File: src/rtl/rcv_pkg.sv
package rcv_pkg;

  localparam int unsigned LANES = 3;

  typedef enum logic [1:0] {
    ST_RUN     = 2'd0,
    ST_REPORT  = 2'd1,
    ST_REALIGN = 2'd2,
    ST_RESET   = 2'd3
  } rcv_state_e;

  // number of raised flags among the three lanes
  function automatic logic [1:0] flag_count(input logic [2:0] f);
    return {1'b0, f[0]} + {1'b0, f[1]} + {1'b0, f[2]};
  endfunction

  // index of the single raised flag (valid when flag_count == 1)
  function automatic logic [1:0] lane_index(input logic [2:0] f);
    if (f[2]) return 2'd2;
    if (f[1]) return 2'd1;
    return 2'd0;
  endfunction

  function automatic logic [2:0] lane_mask(input logic [1:0] idx);
    return 3'b001 << idx;
  endfunction

  // the two lanes that are not idx
  function automatic logic [2:0] peer_mask(input logic [1:0] idx);
    return ~lane_mask(idx);
  endfunction

endpackage

File: src/rtl/rcv_vote_classify.sv
module rcv_vote_classify
  import rcv_pkg::*;
(
  input  logic       vote_stb,
  input  logic [2:0] lane_err,
  input  logic       no_major,
  output logic       cls_single,
  output logic       cls_multi,
  output logic [1:0] cls_lane
);

  logic [1:0] n_flags;

  always_comb begin
    n_flags    = flag_count(lane_err);
    cls_multi  = vote_stb && (no_major || (n_flags >= 2'd2));
    cls_single = vote_stb && !no_major && (n_flags == 2'd1);
    cls_lane   = lane_index(lane_err);
  end

endmodule

File: src/rtl/rcv_err_counters.sv
module rcv_err_counters
  import rcv_pkg::*;
#(
  parameter int unsigned CNT_W = 2
) (
  input  logic                   clk,
  input  logic                   rst_n,
  input  logic [LANES-1:0]       inc,
  input  logic                   clr,
  output logic [LANES*CNT_W-1:0] cnt_flat
);

  localparam logic [CNT_W-1:0] CNT_MAX = {CNT_W{1'b1}};

  for (genvar g = 0; g < LANES; g++) begin : g_lane
    logic [CNT_W-1:0] cnt_q;

    always_ff @(posedge clk or negedge rst_n) begin
      if (!rst_n) begin
        cnt_q <= '0;
      end else if (clr) begin
        cnt_q <= '0;
      end else if (inc[g] && (cnt_q != CNT_MAX)) begin
        cnt_q <= cnt_q + CNT_W'(1);
      end
    end

    assign cnt_flat[g*CNT_W +: CNT_W] = cnt_q;
  end

endmodule

File: src/rtl/rcv_recovery_fsm.sv
module rcv_recovery_fsm
  import rcv_pkg::*;
#(
  parameter int unsigned CNT_W     = 2,
  parameter int unsigned ESC_LIMIT = 3
) (
  input  logic                   clk,
  input  logic                   rst_n,
  input  logic                   vote_stb,
  input  logic [2:0]             lane_err,
  input  logic                   cls_single,
  input  logic                   cls_multi,
  input  logic [1:0]             cls_lane,
  input  logic                   cmp_done,
  input  logic                   cmp_equal,
  input  logic [2:0]             lane_empty,
  input  logic [LANES*CNT_W-1:0] cnt_flat,
  output rcv_state_e             state,
  output logic [1:0]             bad_lane,
  output logic [LANES-1:0]       cnt_inc,
  output logic                   cnt_clr,
  output logic                   ev_release,
  output logic                   ev_escalate,
  output logic                   ev_mismatch
);

  localparam int unsigned XW = CNT_W + 1;
  localparam logic [XW-1:0] LIMIT_X = XW'(ESC_LIMIT);

  rcv_state_e state_q, state_d;
  logic [1:0] bad_q, bad_d;
  logic [1:0] sel_lane;
  logic [CNT_W-1:0] sel_cnt;
  logic [XW-1:0] sel_next;
  logic       recovering;
  logic       bad_flag;
  logic       hits_limit;

  always_comb begin
    recovering = (state_q == ST_REPORT) || (state_q == ST_REALIGN);
    sel_lane   = recovering ? bad_q : cls_lane;
    sel_cnt    = cnt_flat[sel_lane*CNT_W +: CNT_W];
    sel_next   = {1'b0, sel_cnt} + XW'(1);
    hits_limit = (sel_next >= LIMIT_X);
    bad_flag   = vote_stb && lane_err[bad_q];

    ev_escalate = recovering && bad_flag && hits_limit;
    ev_mismatch = (state_q == ST_REPORT) && !ev_escalate && cmp_done && !cmp_equal;
    ev_release  = (state_q == ST_REALIGN) && !ev_escalate &&
                  ((lane_empty & peer_mask(bad_q)) == peer_mask(bad_q));
  end

  always_comb begin
    state_d = state_q;
    bad_d   = bad_q;
    cnt_inc = '0;
    cnt_clr = 1'b0;
    unique case (state_q)
      ST_RUN: begin
        if (cls_multi) begin
          state_d = ST_RESET;
          cnt_clr = 1'b1;
        end else if (cls_single) begin
          if (hits_limit) begin
            state_d = ST_RESET;
            cnt_clr = 1'b1;
          end else begin
            state_d = ST_REPORT;
            bad_d   = cls_lane;
            cnt_inc = lane_mask(cls_lane);
          end
        end
      end
      ST_REPORT: begin
        if (ev_escalate || ev_mismatch) begin
          state_d = ST_RESET;
          cnt_clr = 1'b1;
        end else begin
          if (bad_flag) cnt_inc = lane_mask(bad_q);
          if (cmp_done) state_d = ST_REALIGN;
        end
      end
      ST_REALIGN: begin
        if (ev_escalate) begin
          state_d = ST_RESET;
          cnt_clr = 1'b1;
        end else if (ev_release) begin
          state_d = ST_RUN;
          cnt_clr = 1'b1;
        end else if (bad_flag) begin
          cnt_inc = lane_mask(bad_q);
        end
      end
      ST_RESET: begin
        state_d = ST_RUN;
        cnt_clr = 1'b1;
      end
      default: begin
        state_d = ST_RUN;
        cnt_clr = 1'b1;
      end
    endcase
  end

  always_ff @(posedge clk or negedge rst_n) begin
    if (!rst_n) begin
      state_q <= ST_RUN;
      bad_q   <= 2'd0;
    end else begin
      state_q <= state_d;
      bad_q   <= bad_d;
    end
  end

  assign state    = state_q;
  assign bad_lane = bad_q;

endmodule

File: src/rtl/rcv_ctrl.sv
module rcv_ctrl
  import rcv_pkg::*;
#(
  parameter int unsigned CNT_W     = 2,
  parameter int unsigned ESC_LIMIT = 3
) (
  input  logic                   clk,
  input  logic                   rst_n,
  input  logic                   vote_stb,
  input  logic [2:0]             lane_err,
  input  logic                   no_major,
  input  logic                   cmp_done,
  input  logic                   cmp_equal,
  input  logic [2:0]             lane_empty,
  output logic                   pass_vote,
  output logic [2:0]             report_req,
  output logic [2:0]             realign_req,
  output logic [2:0]             flush_req,
  output logic                   sys_reset,
  output logic [3*CNT_W-1:0]     err_count
);

  logic             cls_single;
  logic             cls_multi;
  logic [1:0]       cls_lane;
  logic [LANES-1:0] cnt_inc;
  logic             cnt_clr;
  logic             ev_release;
  logic             ev_escalate;
  logic             ev_mismatch;
  rcv_state_e       state;
  logic [1:0]       bad_lane;

  rcv_vote_classify u_classify (
    .vote_stb   (vote_stb),
    .lane_err   (lane_err),
    .no_major   (no_major),
    .cls_single (cls_single),
    .cls_multi  (cls_multi),
    .cls_lane   (cls_lane)
  );

  rcv_err_counters #(.CNT_W(CNT_W)) u_counters (
    .clk      (clk),
    .rst_n    (rst_n),
    .inc      (cnt_inc),
    .clr      (cnt_clr),
    .cnt_flat (err_count)
  );

  rcv_recovery_fsm #(.CNT_W(CNT_W), .ESC_LIMIT(ESC_LIMIT)) u_fsm (
    .clk         (clk),
    .rst_n       (rst_n),
    .vote_stb    (vote_stb),
    .lane_err    (lane_err),
    .cls_single  (cls_single),
    .cls_multi   (cls_multi),
    .cls_lane    (cls_lane),
    .cmp_done    (cmp_done),
    .cmp_equal   (cmp_equal),
    .lane_empty  (lane_empty),
    .cnt_flat    (err_count),
    .state       (state),
    .bad_lane    (bad_lane),
    .cnt_inc     (cnt_inc),
    .cnt_clr     (cnt_clr),
    .ev_release  (ev_release),
    .ev_escalate (ev_escalate),
    .ev_mismatch (ev_mismatch)
  );

  always_comb begin
    pass_vote   = (state == ST_RUN);
    sys_reset   = (state == ST_RESET);
    report_req  = (state == ST_REPORT)  ? peer_mask(bad_lane) : 3'b000;
    realign_req = (state == ST_REALIGN) ? lane_mask(bad_lane) : 3'b000;
    flush_req   = realign_req;
  end

endmodule

File: config.mk
export PLATFORM = sky130hd
export DESIGN_NAME = rcv_ctrl
export DESIGN_NICKNAME = d
export VERILOG_FILES = /design/src/rtl/rcv_pkg.sv /design/src/rtl/rcv_vote_classify.sv /design/src/rtl/rcv_err_counters.sv /design/src/rtl/rcv_recovery_fsm.sv /design/src/rtl/rcv_ctrl.sv
export SDC_FILE = /design/constraint.sdc
export NUM_CORES = 1
export LEC_CHECK = 0
export CORE_ASPECT_RATIO = 1.4
export CORE_UTILIZATION = 45
export DETAILED_ROUTE_END_ITERATION = 8
export DONT_BUFFER_PORTS = 1
export MAX_ROUTING_LAYER = met4
export PLACE_DENSITY = 0.62
export SYNTH_ARGS = -nofsm -noshare
export SYNTH_HDL_FRONTEND = slang
export SYNTH_HIERARCHICAL = 1
export SYNTH_SLANG_ARGS = --single-unit
File: constraint.sdc
create_clock -name clk -period 5.8 [get_ports clk]
set_clock_uncertainty 0.15 [all_clocks]
set_input_delay 1.16 -clock clk [delete_from_list [all_inputs] [get_ports clk]]
set_output_delay 1.16 -clock clk [all_outputs]
set_load 0.1 [all_outputs]
==> Word-level counts from Yosys, hierarchy flattened <==
Index checks and enable logic that the tools add are counted.
{ "word_totals": {"register_bits": 10, "latch_bits": 0, "ram_bits": 0, "mem_bits_ro": 0, "out_inout_bits": 17, "memories": 0} }
{ "op_classes": {"add_sub_neg": 6, "mul": 0, "div": 0, "order_cmp": 3, "n_eq_ne": 11, "n_shift": 3, "muxes": 41, "bitwise": 4, "reduce_logical": 26} }
{ "op_table": {"columns": ["operator", "count"], "rows": [
  ["$mux 2", 18],
  ["$mux 3", 9],
  ["$logic_and 1x1->1", 14],
  ["$mux 1", 10],
  ["$pmux 3 s3", 1],
  ["$pmux 2 s4", 1],
  ["$add 2x1->2 const B", 3],
  ["$ne 2x2->1 const B", 3],
  ["$ne 3x2->1 const B", 2],
  ["$reduce_bool 2->1", 3],
  ["$shiftx 6x4->2", 1],
  ["$shl 1x2->3 const A", 2],
  ["$eq 2x1->1 const B", 2],
  ["$eq 2x2->1 const B", 2],
  ["$pmux 1 s4", 1],
  ["$reduce_and 4->1", 1],
  ["$add 2x1->3 const B", 1],
  ["$and 3x3->3", 1],
  ["$eq 3x3->1", 1],
  ["$ge 3x2->1 const B", 1],
  ["$logic_not 1->1", 3],
  ["$logic_or 1x1->1", 3],
  ["$lt 2x3->1 const B", 1],
  ["$ne 3x1->1 const B", 1],
  ["8 further kinds", 9]
]} }

==> Depth between registers and ports, before layout <==
Gate-level depths: netlist of run 1.
{ "logic_depth": {"depth_word": 19, "ltp_mapped": 12, "ltp_nobuf": 10} }

==> Hierarchy <==
Netlist of run 1, hierarchy kept.
{ "modules_own_cells": {"columns": ["module", "instances", "cells_per_inst", "area_each_um2", "seq_area_each_um2"], "rows": [
  ["rcv_recovery_fsm", 1, 73, 579.3, 100.1],
  ["rcv_err_counters", 1, 31, 351.6, 150.1],
  ["rcv_ctrl", 1, 15, 112.6, 0.0],
  ["rcv_vote_classify", 1, 5, 53.8, 0.0]
]} }

==> Worst setup path before layout of run 1 <==
Ideal clock, no wire load.
{ "synth_path": {"path_kind": "register -> output", "startpoint": "register u_fsm.state_q[0], in the netlist u_fsm/state[0]", "endpoint": "output port realign_req[0]", "t_arrival_ns": 2.320, "required_ns": 4.490, "slack_ns": 2.170, "path_stages_with_launch": 4, "cell_sequence": "dfrtp_1 > nand2b_4 > nor3_2 > buf_4"} }
{ "synth_via": {"elab_chain_len": 2} }
{ "synth_rtl": {"columns": ["item", "line_no", "rtl"], "rows": [
  ["start: declaration", "rcv_recovery_fsm.sv:30", "rcv_state_e state_q, state_d;"],
  ["start signal: assignment", "rcv_recovery_fsm.sv:110", "state_q <= state_d;"],
  ["$eq 2x2->1", "rcv_ctrl.sv:76", "realign_req = (state == ST_REALIGN) ? lane_mask(bad_lane) : 3'b000;"],
  ["$mux 3", "rcv_ctrl.sv:76", null],
  ["end: declaration", "rcv_ctrl.sv:17", "output logic [2:0] realign_req,"]
]} }
Every way passes these cells.

==> Final worst setup path of run 1 <==
{ "layout_path": {"startpoint": "register u_fsm.bad_q[0], in the netlist u_fsm/bad_lane[0]", "endpoint": "output port realign_req[1]"} }
{ "layout_via": {"elab_chain_len": 2} }
{ "layout_rtl": {"columns": ["item", "line_no", "rtl"], "rows": [
  ["start: declaration", "rcv_recovery_fsm.sv:31", "logic [1:0] bad_q, bad_d;"],
  ["start signal: assignment", "rcv_recovery_fsm.sv:108", "bad_q <= 2'd0;"],
  ["start signal: assignment", "rcv_recovery_fsm.sv:111", "bad_q <= bad_d;"],
  ["$shl 1x2->3", "rcv_pkg.sv:25", "return 3'b001 << idx;"],
  ["$mux 3", "rcv_ctrl.sv:76", null]
]} }
Every way passes these cells.

==> run_summary.xml, run 1 <==
<?xml version="1.0" encoding="UTF-8"?>
<metrics>
  <group name="status">
    <metric name="run_status" unit="">finished with violations</metric>
    <metric name="violated_checks" unit="">design-rule violations</metric>
  </group>
  <group name="placement">
    <metric name="place_area" unit="um^2">1170</metric>
    <metric name="dp_cells" unit="">139</metric>
    <metric name="globalplace.congestion" unit="">0.937</metric>
    <metric name="dp_hpwl" unit="um">1850</metric>
    <metric name="port_buffers" unit="">0</metric>
  </group>
  <group name="floorplanning">
    <metric name="floorplan.die.height" unit="um">60.1</metric>
    <metric name="boundaryPins" unit="">29</metric>
    <metric name="design.die.area" unit="um^2">2620</metric>
    <metric name="floorplan.rows" unit="">20</metric>
    <metric name="horizontal_extent_of_the_die" unit="um">43.5</metric>
    <metric name="floorplan.initialDensity" unit="%">48.8</metric>
    <metric name="area_of_the_placeable_core" unit="um^2">2230</metric>
  </group>
  <group name="clock_tree">
    <metric name="clock_latency" unit="ps">260</metric>
    <metric name="clk_transition_reported_paths" unit="ps">70</metric>
    <metric name="cts_buffer_depth" unit="">2</metric>
    <metric name="clock-sinks" unit="">10</metric>
    <metric name="tritoncts" unit="">done</metric>
    <metric name="cts-htree-levels" unit="">1</metric>
    <metric name="ctsHoldBuffers" unit="">0</metric>
    <metric name="ctsResizeCount" unit="">0</metric>
    <metric name="post_cts.repair.setup_buffers" unit="">0</metric>
    <metric name="cts_buffers" unit="">3</metric>
    <metric name="clock-root-buffer" unit="">sky130_fd_sc_hd__clkbuf_4</metric>
  </group>
  <group name="routing">
    <metric name="antenna_violating_nets_remaining" unit="">0</metric>
    <metric name="route.vias.total" unit="">914</metric>
    <metric name="avgViaCountPerCell" unit="">6.39</metric>
    <metric name="drt_iter0_drc" unit="">27</metric>
    <metric name="remaining_drc_errors" unit="">4</metric>
    <metric name="detail_route.wl_per_cell" unit="um">15.9</metric>
    <metric name="wl" unit="um">2280</metric>
    <metric name="firstDrtPassIters" unit="">6</metric>
  </group>
  <group name="layout">
    <metric name="area_delta_synth_final" unit="%">10.9</metric>
    <metric name="seqCellArea" unit="um^2">250</metric>
    <metric name="num-nets-final" unit="">143</metric>
    <metric name="diodes" unit="">0</metric>
    <metric name="layout-drive-gt1-share" unit="%">28.1</metric>
    <metric name="layout.filler_cells" unit="">214</metric>
    <metric name="area_taken_by_multi_input_logic_gates" unit="um^2">774</metric>
    <metric name="stdcell_count" unit="">143</metric>
    <metric name="fin_util" unit="%">54.1</metric>
    <metric name="final_design_area_no_fill" unit="um^2">1200</metric>
  </group>
  <group name="sta">
    <metric name="grt_setup_unrepaired" unit="">false</metric>
    <metric name="hold_viol" unit="">0</metric>
    <metric name="setup_violations" unit="">0</metric>
    <metric name="fin_setup_tns" unit="ps">0</metric>
    <metric name="achievable_frequency" unit="MHz">273</metric>
    <metric name="max_transition_viols_final" unit="">0</metric>
    <metric name="final_period_minus_worst_setup_slack" unit="ps">3660</metric>
    <metric name="slew_headroom" unit="%">20.9</metric>
    <metric name="timing_worst_slew_pin_value" unit="ps">1190</metric>
    <metric name="final.period_utilization" unit="%">63.1</metric>
  </group>
  <group name="min_path">
    <metric name="hold_path.class" unit="">input pin to async pin</metric>
  </group>
  <group name="yosys">
    <metric name="netlist_area" unit="um^2">1090</metric>
    <metric name="avgSynthCellArea" unit="um^2">8.98</metric>
    <metric name="yosysWarningCount" unit="">6</metric>
    <metric name="synth.net_count" unit="">142</metric>
    <metric name="post_synth_inst_count" unit="">121</metric>
  </group>
  <group name="worst_setup_path">
    <metric name="crit_slowest_cell" unit="">sky130_fd_sc_hd__nor3_4</metric>
    <metric name="timing.critical_path.from" unit="">u_fsm/bad_lane[0]$_DFFE_PN0P_</metric>
    <metric name="arrival" unit="ps">2350</metric>
    <metric name="timing.critical_path.buf_inv" unit="">2</metric>
    <metric name="critPathCaptureType" unit="">output pin</metric>
    <metric name="required" unit="ps">4490</metric>
    <metric name="startpoint_kind_of_the_worst_setup_timing_path" unit="">register</metric>
    <metric name="regToRegStartpoint" unit="">u_fsm/state[0]$_DFFE_PN0P_</metric>
    <metric name="family_of_cells_with_the_greatest_summed_delay_on_the_critical_path" unit="">simple AND/OR/NAND/NOR gates</metric>
    <metric name="timing.critical_path.fanout_max" unit="">13</metric>
    <metric name="worst_path_largest_cell_delay" unit="ps">930</metric>
    <metric name="timing.reg2reg.setup_slack" unit="ps">2340</metric>
    <metric name="worstSetupPathType" unit="">register to output pin</metric>
    <metric name="ordered_cell_list_for_the_critical_path" unit="">inv_2 -&gt; nor3_4 -&gt; buf_16</metric>
  </group>
  <group name="global_routing">
    <metric name="grt_start_max_net_pins" unit="">14</metric>
    <metric name="antenna_found_initial" unit="">0</metric>
    <metric name="grt_first_pass_wirelength" unit="um">3560</metric>
    <metric name="grt_pass1_vias" unit="">846</metric>
    <metric name="globalRouteOverflowTotal" unit="">0</metric>
    <metric name="grt_util_all_layers" unit="%">18.6</metric>
  </group>
  <group name="run">
    <metric name="cap_violations" unit="">0</metric>
  </group>
</metrics>
==> registers in the layout, summed over array words and instances (netlist names) <==
signal	cells
u_fsm/state	2
u_fsm/bad_lane	2
u_counters/g_lane.cnt_q	6
==> final timing paths <==
| check | to | cells past startpoint |
|---|---|---|
| max in group asynchronous | u_fsm/bad_lane[1]$_DFFE_PN0P_ | 0 |
| hold / removal | u_counters/g_lane[2].cnt_q[0]$_DFFE_PN0P_ | 0 |
| setup reg to reg | u_counters/g_lane[2].cnt_q[0]$_DFFE_PN0P_ | 10 |
| min in group clk | u_fsm/state[0]$_DFFE_PN0P_ | 1 |
| setup / recovery | realign_req[1] | 3 |
| hold reg to reg | u_fsm/state[0]$_DFFE_PN0P_ | 1 |
==> routing by layer <==
layer,up-vias,part of all wire [%],global-route usage (%)
met5,-,0,-
met4,0,0.70,7.14
met3,2,6.4,2.42
met2,39,54,35.3
met1,447,38,19.0
li1,426,-,-
==> placed cells by master, fill, tap and decap left out, types with 2 or more instances in the layout <==
| cell | count |
|---|---|
| sky130_fd_sc_hd__nor2_1 | 11 |
| sky130_fd_sc_hd__dfrtp_1 | 10 |
| sky130_fd_sc_hd__nor2b_1 | 9 |
| sky130_fd_sc_hd__ha_1 | 8 |
| sky130_fd_sc_hd__nand2b_1 | 6 |
| sky130_fd_sc_hd__inv_1 | 6 |
| sky130_fd_sc_hd__nand2_1 | 6 |
| sky130_fd_sc_hd__o21ai_0 | 4 |
| sky130_fd_sc_hd__inv_2 | 3 |
| sky130_fd_sc_hd__nor3_4 | 3 |
| sky130_fd_sc_hd__a21oi_2 | 3 |
| sky130_fd_sc_hd__clkbuf_4 | 3 |
| sky130_fd_sc_hd__buf_16 | 3 |
| sky130_fd_sc_hd__nand4bb_1 | 3 |
| sky130_fd_sc_hd__mux2_2 | 3 |
| sky130_fd_sc_hd__a31oi_1 | 3 |
| sky130_fd_sc_hd__nand2b_4 | 2 |
| sky130_fd_sc_hd__and2_1 | 2 |
| sky130_fd_sc_hd__nor2b_2 | 2 |
| sky130_fd_sc_hd__o21ai_1 | 2 |
| sky130_fd_sc_hd__a32oi_1 | 2 |
| sky130_fd_sc_hd__mux2i_1 | 2 |
| sky130_fd_sc_hd__mux2_4 | 2 |
| sky130_fd_sc_hd__nand3_1 | 2 |
==> final cells by class <==
type	count	area share, %
multi-input cells	95	64.3
inverters	9	2.80
well taps	22	2.28
flip-flops and latches	10	20.8
repair buffers	3	6.85
clock buffers	4	3.01
==> worst register-to-register path: cells and delay by family (launching register included) <==
family	cells	cell delay, ps
buffers and inverters	1	120
AO/OA/AOI/OAI	4	1220
adder cells (fa/ha/maj)	1	440
multiplexers	1	290
flip-flops	1	570
AND/OR/NAND/NOR	3	570
==> per-stage QoR <==
| step | setup slack (ps) | hold WS (ps) |
|---|---|---|
| floorplan | 2170 | 474 |
| finish | 2140 | 439 |
| global placement | 2110 | 583 |
| detailed placement | 1940 | 601 |
| CTS | 2130 | 430 |
| global route | 2010 | 426 |
Power of run 1 is left out: the tool's default activity adds up to more than one toggle a clock period on the data nets, which glitch-free logic cannot reach.
==> run 2: changes to the inputs <==
ABC_AREA = 1   (was default)
PLACE_DENSITY = 0.64   (was 0.62)
clock period = 3 ns   (was 5.8 ns; I/O delays follow)
==> run 2 against run 1 <==
The run now ends clean. Synthesized area grew 6.2%. Final cell count grew 55%. Wire length grew 14%.
==> run_summary.xml, run 2 <==
<?xml version="1.0" encoding="UTF-8"?>
<metrics>
  <group name="global_routing">
    <metric name="grt_pass1_vias" unit="">1090</metric>
    <metric name="antenna_found_initial" unit="">0</metric>
    <metric name="grt_start_max_net_pins" unit="">11</metric>
    <metric name="globalRouteOverflowTotal" unit="">0</metric>
    <metric name="use_met1" unit="%">22.4</metric>
    <metric name="grt_busiest_layer" unit="">met2</metric>
    <metric name="grt_util_all_layers" unit="%">22.4</metric>
    <metric name="grt_first_pass_wirelength" unit="um">4460</metric>
    <metric name="grt_use_met2" unit="%">42.6</metric>
    <metric name="grt_util_met3" unit="%">2.02</metric>
  </group>
  <group name="layout">
    <metric name="mostFrequentLayoutCells" unit="">sky130_fd_sc_hd__nand2_1 (38), sky130_fd_sc_hd__inv_1 (28), sky130_fd_sc_hd__nor2_1 (18)</metric>
    <metric name="area_delta_synth_final" unit="%">12.3</metric>
    <metric name="top_register" unit="">u_counters/g_lane.cnt_q</metric>
    <metric name="diodes" unit="">0</metric>
    <metric name="num-nets-final" unit="">211</metric>
    <metric name="final_common_cell" unit="">sky130_fd_sc_hd__nand2_1</metric>
    <metric name="layout-drive-gt1-share" unit="%">23.9</metric>
    <metric name="fin_util" unit="%">53.6</metric>
    <metric name="largest_register_ff_count" unit="">6</metric>
  </group>
  <group name="worst_setup_path">
    <metric name="arrival" unit="ps">2530</metric>
    <metric name="startpoint_kind_of_the_worst_setup_timing_path" unit="">register</metric>
    <metric name="critPathCaptureType" unit="">register</metric>
    <metric name="worstSetupPathType" unit="">register to register</metric>
    <metric name="timing.reg2reg.setup_slack" unit="ps">470</metric>
    <metric name="required" unit="ps">3000</metric>
    <metric name="timing.critical_path.fanout_max" unit="">9</metric>
  </group>
  <group name="status">
    <metric name="run_status" unit="">complete, no violations</metric>
  </group>
  <group name="placement">
    <metric name="port_buffers" unit="">0</metric>
    <metric name="dp_hpwl" unit="um">2200</metric>
    <metric name="globalplace.congestion" unit="">0.861</metric>
    <metric name="preCtsSetupSlack" unit="ps">481</metric>
  </group>
  <group name="sta">
    <metric name="setup_violations" unit="">0</metric>
    <metric name="final.period_utilization" unit="%">84.4</metric>
    <metric name="setup_slack" unit="ps">468</metric>
    <metric name="grt_setup_unrepaired" unit="">false</metric>
    <metric name="timing_worst_slew_pin_value" unit="ps">967</metric>
    <metric name="max_transition_viols_final" unit="">0</metric>
    <metric name="achievable_frequency" unit="MHz">395</metric>
    <metric name="hold_viol" unit="">0</metric>
    <metric name="slew_headroom" unit="%">35.5</metric>
    <metric name="final_period_minus_worst_setup_slack" unit="ps">2530</metric>
    <metric name="fin_setup_tns" unit="ps">0</metric>
  </group>
  <group name="clock_tree">
    <metric name="clock-sinks" unit="">10</metric>
    <metric name="tritoncts" unit="">done</metric>
    <metric name="cts_buffer_depth" unit="">2</metric>
    <metric name="post_cts.repair.setup_buffers" unit="">0</metric>
    <metric name="clk_transition_reported_paths" unit="ps">70</metric>
    <metric name="cts-htree-levels" unit="">1</metric>
    <metric name="cts_buffers" unit="">3</metric>
    <metric name="clock-root-buffer" unit="">sky130_fd_sc_hd__clkbuf_4</metric>
    <metric name="clock_latency" unit="ps">260</metric>
  </group>
  <group name="floorplanning">
    <metric name="design.die.area" unit="um^2">2770</metric>
    <metric name="area_of_the_placeable_core" unit="um^2">2420</metric>
    <metric name="horizontal_extent_of_the_die" unit="um">44.8</metric>
    <metric name="boundaryPins" unit="">29</metric>
    <metric name="floorplan.rows" unit="">21</metric>
    <metric name="floorplan.die.height" unit="um">61.9</metric>
    <metric name="floorplan.initialDensity" unit="%">47.7</metric>
  </group>
  <group name="min_path">
    <metric name="hold_path.class" unit="">input pin to register</metric>
  </group>
  <group name="routing">
    <metric name="antenna_violating_nets_remaining" unit="">0</metric>
    <metric name="avgViaCountPerCell" unit="">5.09</metric>
    <metric name="firstDrtPassIters" unit="">4</metric>
    <metric name="remaining_drc_errors" unit="">0</metric>
    <metric name="detail_route.wl_per_cell" unit="um">11.7</metric>
    <metric name="drt_iter0_drc" unit="">22</metric>
    <metric name="route.vias.total" unit="">1129</metric>
    <metric name="wl" unit="um">2610</metric>
  </group>
  <group name="run">
    <metric name="cap_violations" unit="">0</metric>
  </group>
  <group name="yosys">
    <metric name="yosysWarningCount" unit="">6</metric>
    <metric name="post_synth_inst_count" unit="">179</metric>
    <metric name="netlist_area" unit="um^2">1150</metric>
    <metric name="avgSynthCellArea" unit="um^2">6.44</metric>
    <metric name="synth.net_count" unit="">200</metric>
  </group>
</metrics>
-- run 2: cell types whose count changed in the layout (fill, tap and decap cells not counted), sizes merged, moves of 3 or more --
cell / previous run / this run
nand2: 6 / 44
nand3: 2 / 25
inv: 9 / 35
mux2: 5 / 0
nor2b: 11 / 0
nand4bb: 3 / 0
nor2: 12 / 27
nand2b: 8 / 0
a31oi: 3 / 0
nand4: 0 / 9
nor3: 4 / 0
buf: 3 / 10
-- run 2: path summary, 6_finish.rpt --
check | cells after the start | from | to
worst max-delay path | 15 | u_fsm/state[1]$_DFFE_PN0P_ | u_counters/g_lane[1].cnt_q[0]$_DFFE_PN0P_
worst min-delay path | 2 | lane_err[2] | u_fsm/bad_lane[1]$_DFFE_PN0P_
worst max register to register | 15 | u_fsm/state[1]$_DFFE_PN0P_ | u_counters/g_lane[1].cnt_q[0]$_DFFE_PN0P_
worst min register to register | 2 | u_fsm/state[1]$_DFFE_PN0P_ | u_fsm/state[1]$_DFFE_PN0P_
max in group asynchronous | 1 | rst_n | u_fsm/bad_lane[0]$_DFFE_PN0P_
min in group asynchronous | 1 | rst_n | u_fsm/state[1]$_DFFE_PN0P_
-- run 2: layer usage --
| layer | wire length [um] | vias to the layer above |
|---|---|---|
| li1 | - | 583 |
| met1 | 1020 | 511 |
| met2 | 1440 | 31 |
| met3 | 91 | 4 |
| met4 | 46 | 0 |
| met5 | 0 | - |
-- run 2: final cells by class --
cell class                      count  area [um^2]
Fill cell                         265         1120
Multi-Input combinational cell    129          763
Sequential cell                    10          250
Inverter                           35          131
Timing Repair Buffer               11         85.1
Tap cell                           34         42.5
Clock buffer                        3         22.5
-- run 2: worst max-delay path, cell delays in order (launching register included) --
cell,delay (ps)
sky130_fd_sc_hd__dfrtp_1,530
sky130_fd_sc_hd__inv_1,130
sky130_fd_sc_hd__ha_1,420
sky130_fd_sc_hd__inv_2,70
sky130_fd_sc_hd__nand2_1,80
sky130_fd_sc_hd__nand3_1,90
sky130_fd_sc_hd__nand3_2,100
sky130_fd_sc_hd__nand2_2,70
sky130_fd_sc_hd__nand2_2,190
sky130_fd_sc_hd__nand4_1,120
sky130_fd_sc_hd__nand3_1,110
sky130_fd_sc_hd__nand2_1,50
sky130_fd_sc_hd__inv_1,100
sky130_fd_sc_hd__nand3_1,90
sky130_fd_sc_hd__nand2_1,100
sky130_fd_sc_hd__nor2_1,40
-- run 2: through the flow --
| step | hold WS, ps | instances | area (um^2) |
|---|---|---|---|
| after CTS | 338 | 222 | 1290 |
| after detailed placement | 155 | 218 | 1260 |
| after global routing | 339 | 222 | 1290 |
| after global placement | 155 | 218 | 1260 |
| after floorplan | 154 | 179 | 1150 |
| final | 343 | 222 | 1290 |
-- run 2: timing repair --
item / 4_1_cts / 5_1_grt
hold buffers: 1 / 0
hold endpoints to repair: 10 / 0
gates resized for setup: 0 / 0
endpoints found under the setup margin: 0 / 0
Power of run 2 is left out for the same reason.
